[src/rtl/raster_pkg.sv]
package raster_pkg;
  parameter int unsigned CNT_W   = 12;
  localparam int unsigned NUM_IRQ = 3;

  // flag order
  localparam int unsigned IRQ_FRAME = 0;
  localparam int unsigned IRQ_LINE  = 1;
  localparam int unsigned IRQ_SCAN  = 2;

  // register indices
  localparam int unsigned REG_HSYNC  = 0;
  localparam int unsigned REG_HACT   = 1;
  localparam int unsigned REG_VSYNC  = 2;
  localparam int unsigned REG_VACT   = 3;
  localparam int unsigned REG_CTRL   = 4;
  localparam int unsigned REG_BG     = 5;
  localparam int unsigned REG_IRQ    = 6;
  localparam int unsigned REG_COMMIT = 7;

  // field positions
  localparam int unsigned LO_POS  = 0;
  localparam int unsigned HI_POS  = 16;
  localparam int unsigned CLR_POS = 4;

  typedef logic [CNT_W-1:0] cnt_t;

  typedef struct packed {
    cnt_t sync_end;
    cnt_t total;
    cnt_t act_start;
    cnt_t act_end;
  } axis_t;

  typedef struct packed {
    logic clk_inv;
    logic de_inv;
    logic vs_inv;
    logic hs_inv;
    logic blank;
    logic standby;
  } ctrl_t;
endpackage

[src/rtl/raster_regs.sv]
module raster_regs
  import raster_pkg::*;
#(
  parameter int unsigned ADDR_W = 3,
  parameter int unsigned DATA_W = 32,
  parameter int unsigned RGB_W  = 24
) (
  input  logic               clk,
  input  logic               rst_n,
  input  logic               wr_en,
  input  logic [ADDR_W-1:0]  wr_addr,
  input  logic [DATA_W-1:0]  wr_data,
  input  logic               frame_end_i,
  output axis_t              h_o,
  output axis_t              v_o,
  output ctrl_t              ctrl_o,
  output logic [RGB_W-1:0]   bg_o,
  output logic [NUM_IRQ-1:0] mask_o,
  output cnt_t               scan_o,
  output logic [NUM_IRQ-1:0] clr_o,
  output logic               apply_o
);
  localparam int unsigned CTRL_W = $bits(ctrl_t);

  logic unused_bits;
  assign unused_bits = ^wr_data;

  logic hit_ctrl, hit_bg, hit_irq, hit_commit;
  assign hit_ctrl   = wr_en && (wr_addr == ADDR_W'(REG_CTRL));
  assign hit_bg     = wr_en && (wr_addr == ADDR_W'(REG_BG));
  assign hit_irq    = wr_en && (wr_addr == ADDR_W'(REG_IRQ));
  assign hit_commit = wr_en && (wr_addr == ADDR_W'(REG_COMMIT));

  // commit bookkeeping
  logic  pend_q, pend_n, apply;
  ctrl_t ctrl_sh_q, ctrl_sh_n, ctrl_act_q;

  assign apply = pend_q && (frame_end_i || ctrl_act_q.standby);

  always_comb begin
    pend_n = pend_q;
    if (apply)      pend_n = 1'b0;
    if (hit_commit) pend_n = 1'b1;
  end

  // per-axis shadow and working copies
  for (genvar a = 0; a < 2; a++) begin : g_axis
    localparam logic [ADDR_W-1:0] A_SYNC = ADDR_W'(2 * a);
    localparam logic [ADDR_W-1:0] A_ACT  = ADDR_W'(2 * a + 1);
    axis_t sh_q, sh_n, act_q;

    always_comb begin
      sh_n = sh_q;
      if (wr_en && wr_addr == A_SYNC) begin
        sh_n.sync_end = wr_data[LO_POS +: CNT_W];
        sh_n.total    = wr_data[HI_POS +: CNT_W];
      end
      if (wr_en && wr_addr == A_ACT) begin
        sh_n.act_start = wr_data[LO_POS +: CNT_W];
        sh_n.act_end   = wr_data[HI_POS +: CNT_W];
      end
    end

    always_ff @(posedge clk or negedge rst_n) begin
      if (!rst_n) begin
        sh_q  <= '0;
        act_q <= '0;
      end else begin
        sh_q <= sh_n;
        if (apply) act_q <= sh_q;
      end
    end
  end

  assign h_o = g_axis[0].act_q;
  assign v_o = g_axis[1].act_q;

  // control, colour and interrupt-control shadows
  logic [RGB_W-1:0]   bg_sh_q, bg_sh_n, bg_act_q;
  logic [NUM_IRQ-1:0] mask_sh_q, mask_sh_n, mask_act_q;
  cnt_t               scan_sh_q, scan_sh_n, scan_act_q;

  always_comb begin
    ctrl_sh_n = ctrl_sh_q;
    bg_sh_n   = bg_sh_q;
    mask_sh_n = mask_sh_q;
    scan_sh_n = scan_sh_q;
    if (hit_ctrl) ctrl_sh_n = ctrl_t'(wr_data[CTRL_W-1:0]);
    if (hit_bg)   bg_sh_n   = wr_data[RGB_W-1:0];
    if (hit_irq) begin
      mask_sh_n = wr_data[NUM_IRQ-1:0];
      scan_sh_n = wr_data[HI_POS +: CNT_W];
    end
  end

  always_ff @(posedge clk or negedge rst_n) begin
    if (!rst_n) begin
      pend_q     <= 1'b0;
      ctrl_sh_q  <= '{standby: 1'b1, default: 1'b0};
      ctrl_act_q <= '{standby: 1'b1, default: 1'b0};
      bg_sh_q    <= '0;
      bg_act_q   <= '0;
      mask_sh_q  <= '1;
      mask_act_q <= '1;
      scan_sh_q  <= '0;
      scan_act_q <= '0;
    end else begin
      pend_q    <= pend_n;
      ctrl_sh_q <= ctrl_sh_n;
      bg_sh_q   <= bg_sh_n;
      mask_sh_q <= mask_sh_n;
      scan_sh_q <= scan_sh_n;
      if (apply) begin
        ctrl_act_q <= ctrl_sh_q;
        bg_act_q   <= bg_sh_q;
        mask_act_q <= mask_sh_q;
        scan_act_q <= scan_sh_q;
      end
    end
  end

  assign ctrl_o  = ctrl_act_q;
  assign bg_o    = bg_act_q;
  assign mask_o  = mask_act_q;
  assign scan_o  = scan_act_q;
  assign clr_o   = hit_irq ? wr_data[CLR_POS +: NUM_IRQ] : '0;
  assign apply_o = apply;
endmodule

[src/rtl/raster_scan.sv]
module raster_scan
  import raster_pkg::*;
(
  input  logic  clk,
  input  logic  rst_n,
  input  logic  run_i,
  input  axis_t h_i,
  input  axis_t v_i,
  output cnt_t  hcnt_o,
  output cnt_t  vcnt_o,
  output logic  frame_end_o
);
  cnt_t hcnt_q, hcnt_n, vcnt_q, vcnt_n;
  logic line_last, frame_last;

  assign line_last  = (hcnt_q >= h_i.total);
  assign frame_last = line_last && (vcnt_q >= v_i.total);

  always_comb begin
    hcnt_n = hcnt_q;
    vcnt_n = vcnt_q;
    if (!run_i) begin
      hcnt_n = '0;
      vcnt_n = '0;
    end else if (line_last) begin
      hcnt_n = '0;
      vcnt_n = frame_last ? '0 : vcnt_q + 1'b1;
    end else begin
      hcnt_n = hcnt_q + 1'b1;
    end
  end

  always_ff @(posedge clk or negedge rst_n) begin
    if (!rst_n) begin
      hcnt_q <= '0;
      vcnt_q <= '0;
    end else begin
      hcnt_q <= hcnt_n;
      vcnt_q <= vcnt_n;
    end
  end

  assign hcnt_o      = hcnt_q;
  assign vcnt_o      = vcnt_q;
  assign frame_end_o = run_i && frame_last;
endmodule

[src/rtl/raster_out.sv]
module raster_out
  import raster_pkg::*;
#(
  parameter int unsigned RGB_W = 24
) (
  input  logic             clk,
  input  logic             rst_n,
  input  logic             run_i,
  input  cnt_t             hcnt_i,
  input  cnt_t             vcnt_i,
  input  axis_t            h_i,
  input  axis_t            v_i,
  input  ctrl_t            ctrl_i,
  input  logic [RGB_W-1:0] bg_i,
  input  logic [RGB_W-1:0] pix_i,
  output logic             hsync_o,
  output logic             vsync_o,
  output logic             de_o,
  output logic             dclk_inv_o,
  output cnt_t             x_o,
  output cnt_t             y_o,
  output logic [RGB_W-1:0] rgb_o,
  output logic             de_raw_o
);
  logic hs_q, hs_n, vs_q, vs_n, de_q, de_n;
  cnt_t x_q, x_n, y_q, y_n;
  logic h_in, v_in;

  assign h_in = (hcnt_i >= h_i.act_start) && (hcnt_i < h_i.act_end);
  assign v_in = (vcnt_i >= v_i.act_start) && (vcnt_i < v_i.act_end);

  always_comb begin
    hs_n = run_i && (hcnt_i < h_i.sync_end);
    vs_n = run_i && (vcnt_i < v_i.sync_end);
    de_n = run_i && h_in && v_in;
    x_n  = hcnt_i - h_i.act_start;
    y_n  = vcnt_i - v_i.act_start;
  end

  always_ff @(posedge clk or negedge rst_n) begin
    if (!rst_n) begin
      hs_q <= 1'b0;
      vs_q <= 1'b0;
      de_q <= 1'b0;
      x_q  <= '0;
      y_q  <= '0;
    end else begin
      hs_q <= hs_n;
      vs_q <= vs_n;
      de_q <= de_n;
      x_q  <= x_n;
      y_q  <= y_n;
    end
  end

  assign hsync_o    = hs_q ^ ctrl_i.hs_inv;
  assign vsync_o    = vs_q ^ ctrl_i.vs_inv;
  assign de_o       = de_q ^ ctrl_i.de_inv;
  assign dclk_inv_o = ctrl_i.clk_inv;
  assign x_o        = x_q;
  assign y_o        = y_q;
  assign rgb_o      = de_q ? (ctrl_i.blank ? bg_i : pix_i) : '0;
  assign de_raw_o   = de_q;
endmodule

[src/rtl/raster_irq.sv]
module raster_irq
  import raster_pkg::*;
(
  input  logic               clk,
  input  logic               rst_n,
  input  logic               run_i,
  input  cnt_t               hcnt_i,
  input  cnt_t               vcnt_i,
  input  cnt_t               scan_i,
  input  logic [NUM_IRQ-1:0] mask_i,
  input  logic [NUM_IRQ-1:0] clr_i,
  output logic [NUM_IRQ-1:0] flags_o,
  output logic [NUM_IRQ-1:0] ev_o,
  output logic               irq_o
);
  logic [NUM_IRQ-1:0] ev;
  logic               at_line_head;

  assign at_line_head = run_i && (hcnt_i == '0);

  always_comb begin
    ev            = '0;
    ev[IRQ_FRAME] = at_line_head && (vcnt_i == '0);
    ev[IRQ_LINE]  = at_line_head;
    ev[IRQ_SCAN]  = at_line_head && (vcnt_i == scan_i);
  end

  for (genvar i = 0; i < NUM_IRQ; i++) begin : g_flag
    logic flag_q, flag_n;
    always_comb flag_n = ev[i] || (flag_q && !clr_i[i]);
    always_ff @(posedge clk or negedge rst_n) begin
      if (!rst_n) flag_q <= 1'b0;
      else        flag_q <= flag_n;
    end
    assign flags_o[i] = flag_q;
  end

  assign ev_o  = ev;
  assign irq_o = |(flags_o & ~mask_i);
endmodule

[src/rtl/raster_timing_gen.sv]
module raster_timing_gen
  import raster_pkg::*;
#(
  parameter int unsigned ADDR_W = 3,
  parameter int unsigned DATA_W = 32,
  parameter int unsigned RGB_W  = 24
) (
  input  logic               clk,
  input  logic               rst_n,
  input  logic               reg_wr_en,
  input  logic [ADDR_W-1:0]  reg_addr,
  input  logic [DATA_W-1:0]  reg_wdata,
  input  logic [RGB_W-1:0]   pix_data_i,
  output logic               hsync_o,
  output logic               vsync_o,
  output logic               de_o,
  output logic               dclk_inv_o,
  output logic [CNT_W-1:0]   pix_x_o,
  output logic [CNT_W-1:0]   pix_y_o,
  output logic [RGB_W-1:0]   rgb_o,
  output logic [NUM_IRQ-1:0] irq_flags_o,
  output logic               irq_o
);
  axis_t              h_act, v_act;
  ctrl_t              ctrl_act;
  logic [RGB_W-1:0]   bg_act;
  logic [NUM_IRQ-1:0] mask_act, irq_clr, irq_ev;
  cnt_t               scan_act, hcnt, vcnt;
  logic               frame_end, apply, run, de_raw;

  assign run = !ctrl_act.standby;

  raster_regs #(.ADDR_W(ADDR_W), .DATA_W(DATA_W), .RGB_W(RGB_W)) u_regs (
    .clk(clk), .rst_n(rst_n),
    .wr_en(reg_wr_en), .wr_addr(reg_addr), .wr_data(reg_wdata),
    .frame_end_i(frame_end),
    .h_o(h_act), .v_o(v_act), .ctrl_o(ctrl_act), .bg_o(bg_act),
    .mask_o(mask_act), .scan_o(scan_act), .clr_o(irq_clr), .apply_o(apply)
  );

  raster_scan u_scan (
    .clk(clk), .rst_n(rst_n), .run_i(run),
    .h_i(h_act), .v_i(v_act),
    .hcnt_o(hcnt), .vcnt_o(vcnt), .frame_end_o(frame_end)
  );

  raster_out #(.RGB_W(RGB_W)) u_out (
    .clk(clk), .rst_n(rst_n), .run_i(run),
    .hcnt_i(hcnt), .vcnt_i(vcnt), .h_i(h_act), .v_i(v_act),
    .ctrl_i(ctrl_act), .bg_i(bg_act), .pix_i(pix_data_i),
    .hsync_o(hsync_o), .vsync_o(vsync_o), .de_o(de_o), .dclk_inv_o(dclk_inv_o),
    .x_o(pix_x_o), .y_o(pix_y_o), .rgb_o(rgb_o), .de_raw_o(de_raw)
  );

  raster_irq u_irq (
    .clk(clk), .rst_n(rst_n), .run_i(run),
    .hcnt_i(hcnt), .vcnt_i(vcnt), .scan_i(scan_act),
    .mask_i(mask_act), .clr_i(irq_clr),
    .flags_o(irq_flags_o), .ev_o(irq_ev), .irq_o(irq_o)
  );
endmodule

[config.mk]
export PLATFORM = sky130hd
export DESIGN_NAME = raster_timing_gen
export DESIGN_NICKNAME = d
export VERILOG_FILES = /design/src/rtl/raster_pkg.sv /design/src/rtl/raster_regs.sv /design/src/rtl/raster_scan.sv /design/src/rtl/raster_out.sv /design/src/rtl/raster_irq.sv /design/src/rtl/raster_timing_gen.sv
export SDC_FILE = /design/constraint.sdc
export NUM_CORES = 1
export LEC_CHECK = 0
export CAP_MARGIN = 20
export CORE_ASPECT_RATIO = 1.2
export CORE_MARGIN = 5
export CORE_UTILIZATION = 55
export CTS_BUF_LIST = sky130_fd_sc_hd__clkbuf_2 sky130_fd_sc_hd__clkbuf_4 sky130_fd_sc_hd__clkbuf_8
export CTS_CLUSTER_DIAMETER = 150
export CTS_CLUSTER_SIZE = 28
export DETAILED_ROUTE_END_ITERATION = 8
export GPL_TIMING_DRIVEN = 0
export PLACE_DENSITY = 0.75
export SLEW_MARGIN = 10
export SYNTH_ARGS = -nofsm -noshare
export SYNTH_HDL_FRONTEND = slang
export SYNTH_HIERARCHICAL = 1
export SYNTH_SLANG_ARGS = --single-unit
[constraint.sdc]
create_clock -name clk -period 3.3 [get_ports clk]
set_input_delay 0.66 -clock clk [delete_from_list [all_inputs] [get_ports clk]]
set_output_delay 0.66 -clock clk [all_outputs]
set_load 0.1 [all_outputs]
==> impl_metrics.yaml <==
power_and_ir_drop:
  p_per_area_nw_per_um2: 791
  pwr-share-seq: 0.435
  p_clk_frac: 0.126
  peakVddDrop_mv: 0.534
  switching_share: 0.391
  p_int_mw: 8.88
  p_comb_frac: 0.439
  power_leakage_nw: 8.57
  switchingPower_mw: 5.71
clock_network:
  cts_buffers: 16
  cts_max_level: 1
  cts_tree: "yes"
  cts_root_buf: "clkbuf_8"
  clk_pin_slew_ns: 0.16
  clkSinkCount: 337
  clk_path_buf_depth: 3
  clock_latency_ns: 0.57
setup_path:
  critical_path_depth: 10
  cp.buffers_inverters: 2
  startpoint_type: "flip-flop"
  cp.required_ns: 3.77
  path_cells: "ha_1 > nand4_1 > nor4_1 > nand2_1 > nand2_1 > and3_1 > o21ai_2 > inv_1 > buf_2 > mux2_2"
  reg2reg_to: "u_regs/h_o[31]$_DFFE_PN0P_"
  crit_path_max_incr_delay_ns: 0.54
  crit_path_end: "u_regs/h_o[31]$_DFFE_PN0P_"
  worst-path-max-fanout: 10
  crit_top_cell: "nand2_1"
  end_kind: "flip-flop"
  r2r_start: "u_scan/hcnt_o[11]$_DFF_PN0_"
  path_class: "flip-flop to flip-flop"
  crit_family: "simple AND/OR/NAND/NOR gates"
  reg2regPathDepth: 10
  startpoint: "u_scan/hcnt_o[11]$_DFF_PN0_"
  r2r_slack_ns: 0.19
  crit_path_top_delay_cell: "dfrtp_1"
  crit_arrival_ns: 3.58
global_route:
  antenna_found_initial: 1
  grt_pass1_wl_um: 56400
  grt-ovfl-total: 0
  grt_max_degree: 112
  grt_pass1_vias: 10500
  track_usage: 0.212
sta:
  rsz0062_at_grt: "false"
  relSlewSlack: 0.325
  min_period_over_period: 0.942
  slew_violations: 0
  hold_viol: 0
  finalSetupViolCount: 0
  finClkSkew_ns: 0.0514
  worst_slew_pin_slew_ns: 1.01
  timing.fmax_ghz: 0.322
  worst_hold_slack_ns: 0.433
  tns_ns: 0
  fin_crit_ns: 3.11
placement:
  dpl.hpwl_um: 25900
  port_buffers: 109
  place_congestion: 0.863
  dp.cells: 1804
floorplan:
  rows: 69
  pin_count: 118
  fp.coreArea_um2: 29500
  die-area_um2: 33300
  start_util: 0.554
  die_h_um: 199
  die_w_um: 167
detailed_routing:
  drtPass1Iterations: 5
  viasPerCell: 5.50
  routed_wl_um: 35000
  drc: 0
  wl_per_cell_um: 19.1
  drtIter0Drc: 554
  vias: 10100
  final_antenna_net_count: 0
flow_run:
  maxCapViolCount: 0
synthesis:
  ys.warnings.count: 6
  synthesis.nets: 1460
  syn_inst: 1302
  syn_area_per_cell_um2: 12.6
  synthesis.area_um2: 16400
final_layout:
  fin_cells: 1834
  drive_gt1_frac: 0.286
  fin_nets: 1592
  layout.area.seq_um2: 8460
  multi_input_area_um2: 7160
  fillers: 2377
  area_delta_synth_final_pct: 12.6
min_path:
  hold_depth: 3
  hold_class: "primary input to flip-flop"
outcome:
  outcome: "complete, no violations"
-- state kept, by name, summed over array words and instances (netlist names), 3 cells and up --
name / cells
u_out/y_o: 12
u_regs/scan_sh_q: 12
u_regs/ctrl_o: 6
u_irq/g_flag.flag_q: 3
u_scan/hcnt_o: 12
u_scan/vcnt_o: 12
u_regs/g_axis.sh_q: 96
u_regs/v_o: 48
u_regs/ctrl_sh_q: 6
u_regs/mask_sh_q: 3
u_regs/bg_sh_q: 24
u_out/x_o: 12
u_regs/scan_o: 12
u_regs/mask_o: 3
u_regs/h_o: 48
u_regs/bg_o: 24
-- tightest hold or removal path, stage by stage --
cell and delay (ns):
buf_6 0.13, nand4_1 0.12, o31ai_1 0.08
-- final cells by class --
type | instances | share of cell area
clock buffers | 26 | 0.0164
clock inverters | 1 | 0.00163
plain buffers | 51 | 0.0193
multi-input cells | 798 | 0.389
repair buffers | 114 | 0.0652
diodes | 1 | 0.000136
inverters | 116 | 0.0236
well taps | 390 | 0.0265
flip-flops and latches | 337 | 0.459
-- power by group through the flow --
stage                     Clock, mW  Sequential (mW)  Combinational, mW
after floorplan                   0             7.18               4.05
after global placement            0             6.41               6.22
after detailed placement          0             6.45               6.41
after CTS                      1.91             6.35               6.43
after global routing           2.05             6.52               6.98
final                          1.83             6.35               6.40
-- how the worst min path moves through the flow --
stage	slack, ns	endpoint	start
3_5_place_dp	0.47	u_regs/g_axis[0].sh_q[30]$_DFFE_PN0P_	u_regs/g_axis[0].sh_q[30]$_DFFE_PN0P_
2_1_floorplan	0.36	u_irq/g_flag[0].flag_q$_DFF_PN0_	rst_n
5_1_grt	0.40	u_regs/pend_q$_DFFE_PN0P_	reg_addr[2]
4_1_cts	0.39	u_regs/pend_q$_DFFE_PN0P_	reg_addr[2]
3_3_place_gp	0.47	u_regs/g_axis[0].sh_q[47]$_DFFE_PN0P_	u_regs/g_axis[0].sh_q[47]$_DFFE_PN0P_
6_report	0.43	u_regs/pend_q$_DFFE_PN0P_	reg_addr[2]
-- cell usage in the layout, fill, tap and decap left out, types with 5 or more instances in the layout --
master	n
nand2b_1	9
clkbuf_1	6
clkbuf_4	18
buf_4	6
nand4_1	12
dfrtp_1	319
buf_6	10
a21oi_1	29
xnor2_1	25
clkdlybuf4s15_2	17
o2111ai_1	5
inv_1	115
dlygate4sd2_1	5
nor2b_1	35
clkdlybuf4s50_1	83
o21ai_0	25
a21o_1	14
mux2i_1	24
o21a_1	7
dfrtp_2	10
nand3_1	21
nand2_1	31
a22o_1	11
mux2_1	5
mux2_2	279
nor2_1	52
clkbuf_8	17
ha_1	94
nor4_1	7
nor3_1	13
and3_1	13
buf_2	22
xor2_1	14
dfstp_2	8
-- metrics by stage --
stage          setup WS, ns  power (mW)  utilization  instance area, um^2
3_3_place_gp         -12.49        12.6        0.608                17900
2_1_floorplan         0.311        11.2            -                16400
6_report              0.190        14.6        0.624                18400
4_1_cts              0.0334        14.7        0.623                18400
5_1_grt            0.000437        15.6        0.624                18400
3_5_place_dp         -0.151        12.9        0.611                18000
-- layer usage --
metal  global-route usage  vias to the layer above  wire [um]
li1                     -                     4796          -
met1                0.277                     5103      15000
met2                0.377                      151      17900
met3               0.0197                       46       1110
met4               0.0661                        0        997
met5                    0                        -          0
-- timing repair --
item,CTS,global route
pin swaps,1,0
setup endpoints to repair,125,118
setup buffers,1,0
hold buffers,1,0
endpoints found under the hold margin,13,0
gates resized for setup,68,23
No activity file was read; power rests on OpenSTA's default activity.
